[src/rtl/tune_sel_pkg.sv]
// Shared constants for the tune-select controller.
package tune_sel_pkg;
    localparam int TUNE_W_DEF      = 4;
    localparam int START_DELAY_DEF = 128;
endpackage

[src/rtl/tsc_shift.sv]
// Serial shifter: detects rising edges of the sampled shift clock and moves
// data in, least significant end first in position, so a stream sent MSB first
// ends up in natural order. Assumes inputs are synchronous to clk.
module tsc_shift #(
    parameter int TUNE_W = 4
) (
    input  logic              clk,
    input  logic              rst_n,
    input  logic              ser_data,
    input  logic              ser_clk,
    input  logic              lock,
    output logic [TUNE_W-1:0] idx
);
    logic              sclk_q;
    logic              shift_go;
    logic [TUNE_W-1:0] idx_q;

    // Remember the previous shift-clock level for edge detection.
    always_ff @(posedge clk) begin
        if (!rst_n) sclk_q <= 1'b0;
        else        sclk_q <= ser_clk;
    end

    assign shift_go = ser_clk && !sclk_q && !lock;

    // Bit 0 takes the fresh data bit.
    always_ff @(posedge clk) begin
        if (!rst_n)        idx_q[0] <= 1'b0;
        else if (shift_go) idx_q[0] <= ser_data;
    end

    // Upper bits each take their lower neighbour.
    for (genvar b = 1; b < TUNE_W; b++) begin : g_stage
        always_ff @(posedge clk) begin
            if (!rst_n)        idx_q[b] <= 1'b0;
            else if (shift_go) idx_q[b] <= idx_q[b-1];
        end
    end

    assign idx = idx_q;

    AST_LOCK_HOLDS: assert property (@(posedge clk) disable iff (!rst_n)
        lock |=> $stable(idx_q));
    AST_FRESH_BIT: assert property (@(posedge clk) disable iff (!rst_n)
        (ser_clk && !sclk_q && !lock) |=> idx_q[0] == $past(ser_data));
endmodule

[src/rtl/tsc_timer.sv]
// Startup timer: counts clock edges with start high, saturating at the delay.
// Play enable is combinational with start, so a stop is immediate. A single
// sampled low cycle clears the count.
module tsc_timer #(
    parameter int START_DELAY = 128
) (
    input  logic clk,
    input  logic rst_n,
    input  logic start,
    output logic play_en
);
    localparam int CNT_W = $clog2(START_DELAY + 1);
    localparam logic [CNT_W-1:0] LIMIT = CNT_W'(START_DELAY);

    logic [CNT_W-1:0] cnt;

    // Count high cycles up to the limit; clear on any low sample.
    always_ff @(posedge clk) begin
        if (!rst_n)          cnt <= '0;
        else if (!start)     cnt <= '0;
        else if (cnt != LIMIT) cnt <= cnt + 1'b1;
    end

    assign play_en = start && (cnt == LIMIT);

    AST_PLAY_NEEDS_START: assert property (@(posedge clk) disable iff (!rst_n)
        play_en |-> start);
    AST_RISE_AFTER_RUN: assert property (@(posedge clk) disable iff (!rst_n)
        $rose(play_en) |-> $past(start));
endmodule

[src/rtl/tsc_guard.sv]
// Protocol guard: flags a start level change while the shift clock is high.
// The flag is sticky until reset.
module tsc_guard (
    input  logic clk,
    input  logic rst_n,
    input  logic start,
    input  logic ser_clk,
    output logic err
);
    logic start_q;
    logic err_q;

    // Track the previous start level.
    always_ff @(posedge clk) begin
        if (!rst_n) start_q <= 1'b0;
        else        start_q <= start;
    end

    // Set the flag on a violation and hold it.
    always_ff @(posedge clk) begin
        if (!rst_n)                               err_q <= 1'b0;
        else if ((start != start_q) && ser_clk)   err_q <= 1'b1;
    end

    assign err = err_q;

    AST_ERR_STICKY: assert property (@(posedge clk) disable iff (!rst_n)
        err_q |=> err_q);
endmodule

[src/rtl/tune_sel_ctrl.sv]
// Top: serial tune select with playback lockout, clock gating and delayed
// sequencer enable. Inputs are assumed synchronised to clk.
module tune_sel_ctrl
    import tune_sel_pkg::*;
#(
    parameter int TUNE_W      = TUNE_W_DEF,
    parameter int START_DELAY = START_DELAY_DEF
) (
    input  logic              clk,
    input  logic              rst_n,
    input  logic              ser_data,
    input  logic              ser_clk,
    input  logic              start,
    output logic [TUNE_W-1:0] tune_idx,
    output logic              clk_gate_en,
    output logic              play_en,
    output logic              proto_err
);
    tsc_shift #(.TUNE_W(TUNE_W)) u_shift (
        .clk(clk), .rst_n(rst_n), .ser_data(ser_data), .ser_clk(ser_clk),
        .lock(start), .idx(tune_idx)
    );

    tsc_timer #(.START_DELAY(START_DELAY)) u_timer (
        .clk(clk), .rst_n(rst_n), .start(start), .play_en(play_en)
    );

    tsc_guard u_guard (
        .clk(clk), .rst_n(rst_n), .start(start), .ser_clk(ser_clk),
        .err(proto_err)
    );

    // The gate is opened by the start level alone.
    assign clk_gate_en = start;

    AST_GATE_SHUT: assert property (@(posedge clk) disable iff (!rst_n)
        !start |-> !clk_gate_en);
    AST_PLAY_IMPLIES_GATE: assert property (@(posedge clk) disable iff (!rst_n)
        play_en |-> clk_gate_en);
endmodule

[config.mk]
export PLATFORM = sky130hd
export DESIGN_NAME = tune_sel_ctrl
export DESIGN_NICKNAME = d
export VERILOG_FILES = /design/src/rtl/tune_sel_pkg.sv /design/src/rtl/tsc_shift.sv /design/src/rtl/tsc_timer.sv /design/src/rtl/tsc_guard.sv /design/src/rtl/tune_sel_ctrl.sv
export SDC_FILE = /design/constraint.sdc
export NUM_CORES = 1
export LEC_CHECK = 0
export BUFFER_PORTS_ARGS = -buffer_cell sky130_fd_sc_hd__buf_4
export CORE_MARGIN = 8
export CORE_UTILIZATION = 51
export DETAILED_ROUTE_END_ITERATION = 10
export PLACE_DENSITY_LB_ADDON = 0.05
export SETUP_SLACK_MARGIN = 0.1
export SLEW_MARGIN = 20
export SYNTH_ARGS = -nofsm -noshare
export SYNTH_HDL_FRONTEND = slang
export SYNTH_HIERARCHICAL = 1
export SYNTH_SLANG_ARGS = --single-unit
[constraint.sdc]
create_clock -name clk -period 2.1 [get_ports clk]
set_clock_uncertainty 0.15 [all_clocks]
set_input_delay 0.105 -clock clk [delete_from_list [all_inputs] [get_ports clk]]
set_output_delay 0.105 -clock clk [all_outputs]
set_load 0.005 [all_outputs]
==> run metrics <==
Slew Viols, Final=0; total grt overflow=0; Leak Pwr=0.338 nW; Setup CP Type=reg2out; Ports=12; startpoint types=register; num rows=13; crit path launch=u_timer/cnt[0]$_SDFFE_PN0P_; Synth warnings=6; RePlAce Congestion=0.742; Cell Chain, Critical Path=inv_1 -> ha_1 -> nor4b_2 -> and3_1 -> buf_4; Critical-path top delay cell=dfxtp_1; syn nets=76; setup bufs post-CTS=0; sequential-to-total area share from yosys stat=44.3%; area grow syn2layout=26.2%; Final ANT Viol Nets=0; clock latency at the later pin of the worst-skew pair=280 ps; Top delay family on crit path=simple AND/OR/NAND/NOR gates; MaxCap Viol Count=0; Setup TNS=0 ps; antenna violations before repair=0; Crit path largest cell delay=350 ps; synth unique cells=28; DR iter-0 viols=10; share of cells above drive strength 1=27.3%; Synth Cell Area=678 um^2; Die Height=52.5 um; Hold Crit Class=reg2reg; fmax=0.587 GHz; final worst path period share=81.1%; Vias=548; CP endpoint kind=output port; number of fillers in the final layout=100; vias in the first global route=557; Clock Pin Slew Worst Setup and Hold Paths=100 ps; post-placement cell area=772 um^2; First-pass DRT Iterations=5; RSZ-0062 raised after global routing=no; Num CTS Buffers=3; Crit path required time=1850 ps; max_slew headroom=77.5%; Nets=96; Final Critical Period=1700 ps; HP Start=u_guard/err$_SDFFE_PN0P_; first-pass GRT wire length=2.39 mm; die width=52.5 um; wire per inst=13.7 um; total track usage=11.4%; Clock Tree Root=clkbuf_4; Ant. Diodes=0; clk buf depth=2; Final Hold Vio Count=0; Vias per Instance=5.32; hpwl dp=945 um; worst-path maximum fanout=4; Least-Margin Pin Slew=337 ps; Mapped Cells=69; status=finished clean; H-tree depth=1; CTS sink count=15; drt drc=0; largest net degree at the start of global routing=11; Synth Register Bits=15; Setup-failing EPs final=0; Die Area=0.00275 mm^2; WL final=1.41 mm; Pwr Density=604 mW/mm^2; peak supply drop=0.000404 V; CTS tree=built; crit path DAT=1450 ps; WP buf/inv=2; worst reg2reg path startpoint=u_timer/cnt[0]$_SDFFE_PN0P_; Mapped Avg Cell Area=9.83 um^2; Core Box Area=0.00127 mm^2; Starting Density=53.5%; Port Buffers=11; post-route cell area=856 um^2
state kept, by name (all words and copies together), names as in the netlist:
register and cells:
u_guard/start_q 1, u_shift/sclk_q 1, u_shift/idx 4, u_timer/cnt 8
u_guard/err 1
worst paths after layout:
| kind | depth (start not counted) | endpoint | slack [ps] |
|---|---|---|---|
| max | 5 | play_en | 400 |
| min reg2reg | 2 | u_guard/err$_SDFFE_PN0P_ | 300 |
| max reg2reg | 5 | u_timer/cnt[0]$_SDFFE_PN0P_ | 510 |
| min | 2 | u_guard/err$_SDFFE_PN0P_ | 300 |
synth_stat cells:
library cell / count / area [um^2]
a21oi_1: 4 / 20.0
o21ai_0: 2 / 10.0
or3_1: 2 / 12.5
xor2_1: 2 / 17.5
or4b_4: 1 / 13.8
nor3_2: 1 / 10.0
nand3_2: 1 / 10.0
ha_1: 2 / 25.0
mux2i_1: 5 / 50.1
nor4b_1: 1 / 8.76
a211oi_2: 1 / 12.5
nor3b_1: 1 / 7.51
nor3b_4: 1 / 18.8
nor2_4: 1 / 11.3
inv_1: 2 / 7.51
nor2_1: 1 / 3.75
nand3_1: 3 / 15.0
and2_2: 1 / 7.51
and2_1: 1 / 6.26
nor3_1: 4 / 20.0
or3b_2: 1 / 8.76
nand4_1: 1 / 6.26
and3_1: 1 / 6.26
dfxtp_1: 15 / 300
xnor2_1: 2 / 17.5
o21ai_1: 2 / 10.0
buf_4: 1 / 7.51
nand2_1: 9 / 33.8
report_power, final:
group,total (mW),switching [mW],internal (mW)
Combinational,0.0526,0.0227,0.0300
Sequential,0.296,0.00485,0.291
Clock,0.168,0.0977,0.0707
Total,0.517,0.125,0.392
cell usage in the layout (no fill, tap or decap), drive strengths merged:
cell type,instances
dfxtp,15
buf,11
nand2,9
dlygate4sd3,5
mux2i,5
nor3,5
a21oi,4
nand3,4
o21ai,4
clkbuf,3
xnor2,2
inv,2
or3,2
xor2,2
ha,2
and2,2
nor3b,2
nor2,2
clkinv,1
nor4b,1
and3,1
or4b,1
or3b,1
a211oi,1
nand4,1
per-stage QoR:
stage                     utilization (%)  total power, mW  hold slack, ps  worst slack [ps]  std cells
after floorplan                         -            0.328            73.8               598         69
after global placement               60.8            0.347             180               533         94
after detailed placement             60.8            0.347             181               535         94
after CTS                            67.0            0.524             303               251        103
after global routing                 67.5            0.542             348               252        103
final                                67.5            0.517             301               397        103
worst min-delay path: cells and delay by family (launching register included):
kind,cells,cell delay (ps)
flops,1,320
simple gates,1,50
compound gates,1,50
area by class of cell:
cell class / instances / area (um^2) / area share, %
Clock buffer: 3 / 22.5 / 2.63
Clock inverter: 1 / 5.00 / 0.585
Inverter: 2 / 7.51 / 0.877
Multi-Input combinational cell: 51 / 369 / 43.1
Sequential cell: 15 / 300 / 35.1
Tap cell: 15 / 18.8 / 2.19
Timing Repair Buffer: 16 / 133 / 15.5
cells by family (layout without fill, tap and decap cells):
kind of cell	Yosys count	after routing	synth area share [%]
and+or+nand+nor	31	31	29.5
DFF	15	15	44.3
AOI/OAI and AO/OA	9	9	7.75
muxes	5	5	7.38
xor gates and xnor gates	4	4	5.17
buffers and inverters	3	22	2.21
adders and majority gates	2	2	3.69
routing by layer:
metal  GRT usage [%]  part of all wire [%]  vias to the layer above
met5               0                     0                        -
met4            5.17                  0.85                        0
met3            4.55                   3.1                        2
met2            18.0                    47                        6
met1            13.3                    49                      259
li1                -                     -                      281
repair_timing:
action	CTS	global route
endpoints found under the setup margin	0	1
gates resized for setup	0	1
hold buffers	5	0
endpoints found under the hold margin	6	0
No activity file was read; power rests on OpenSTA's default activity.
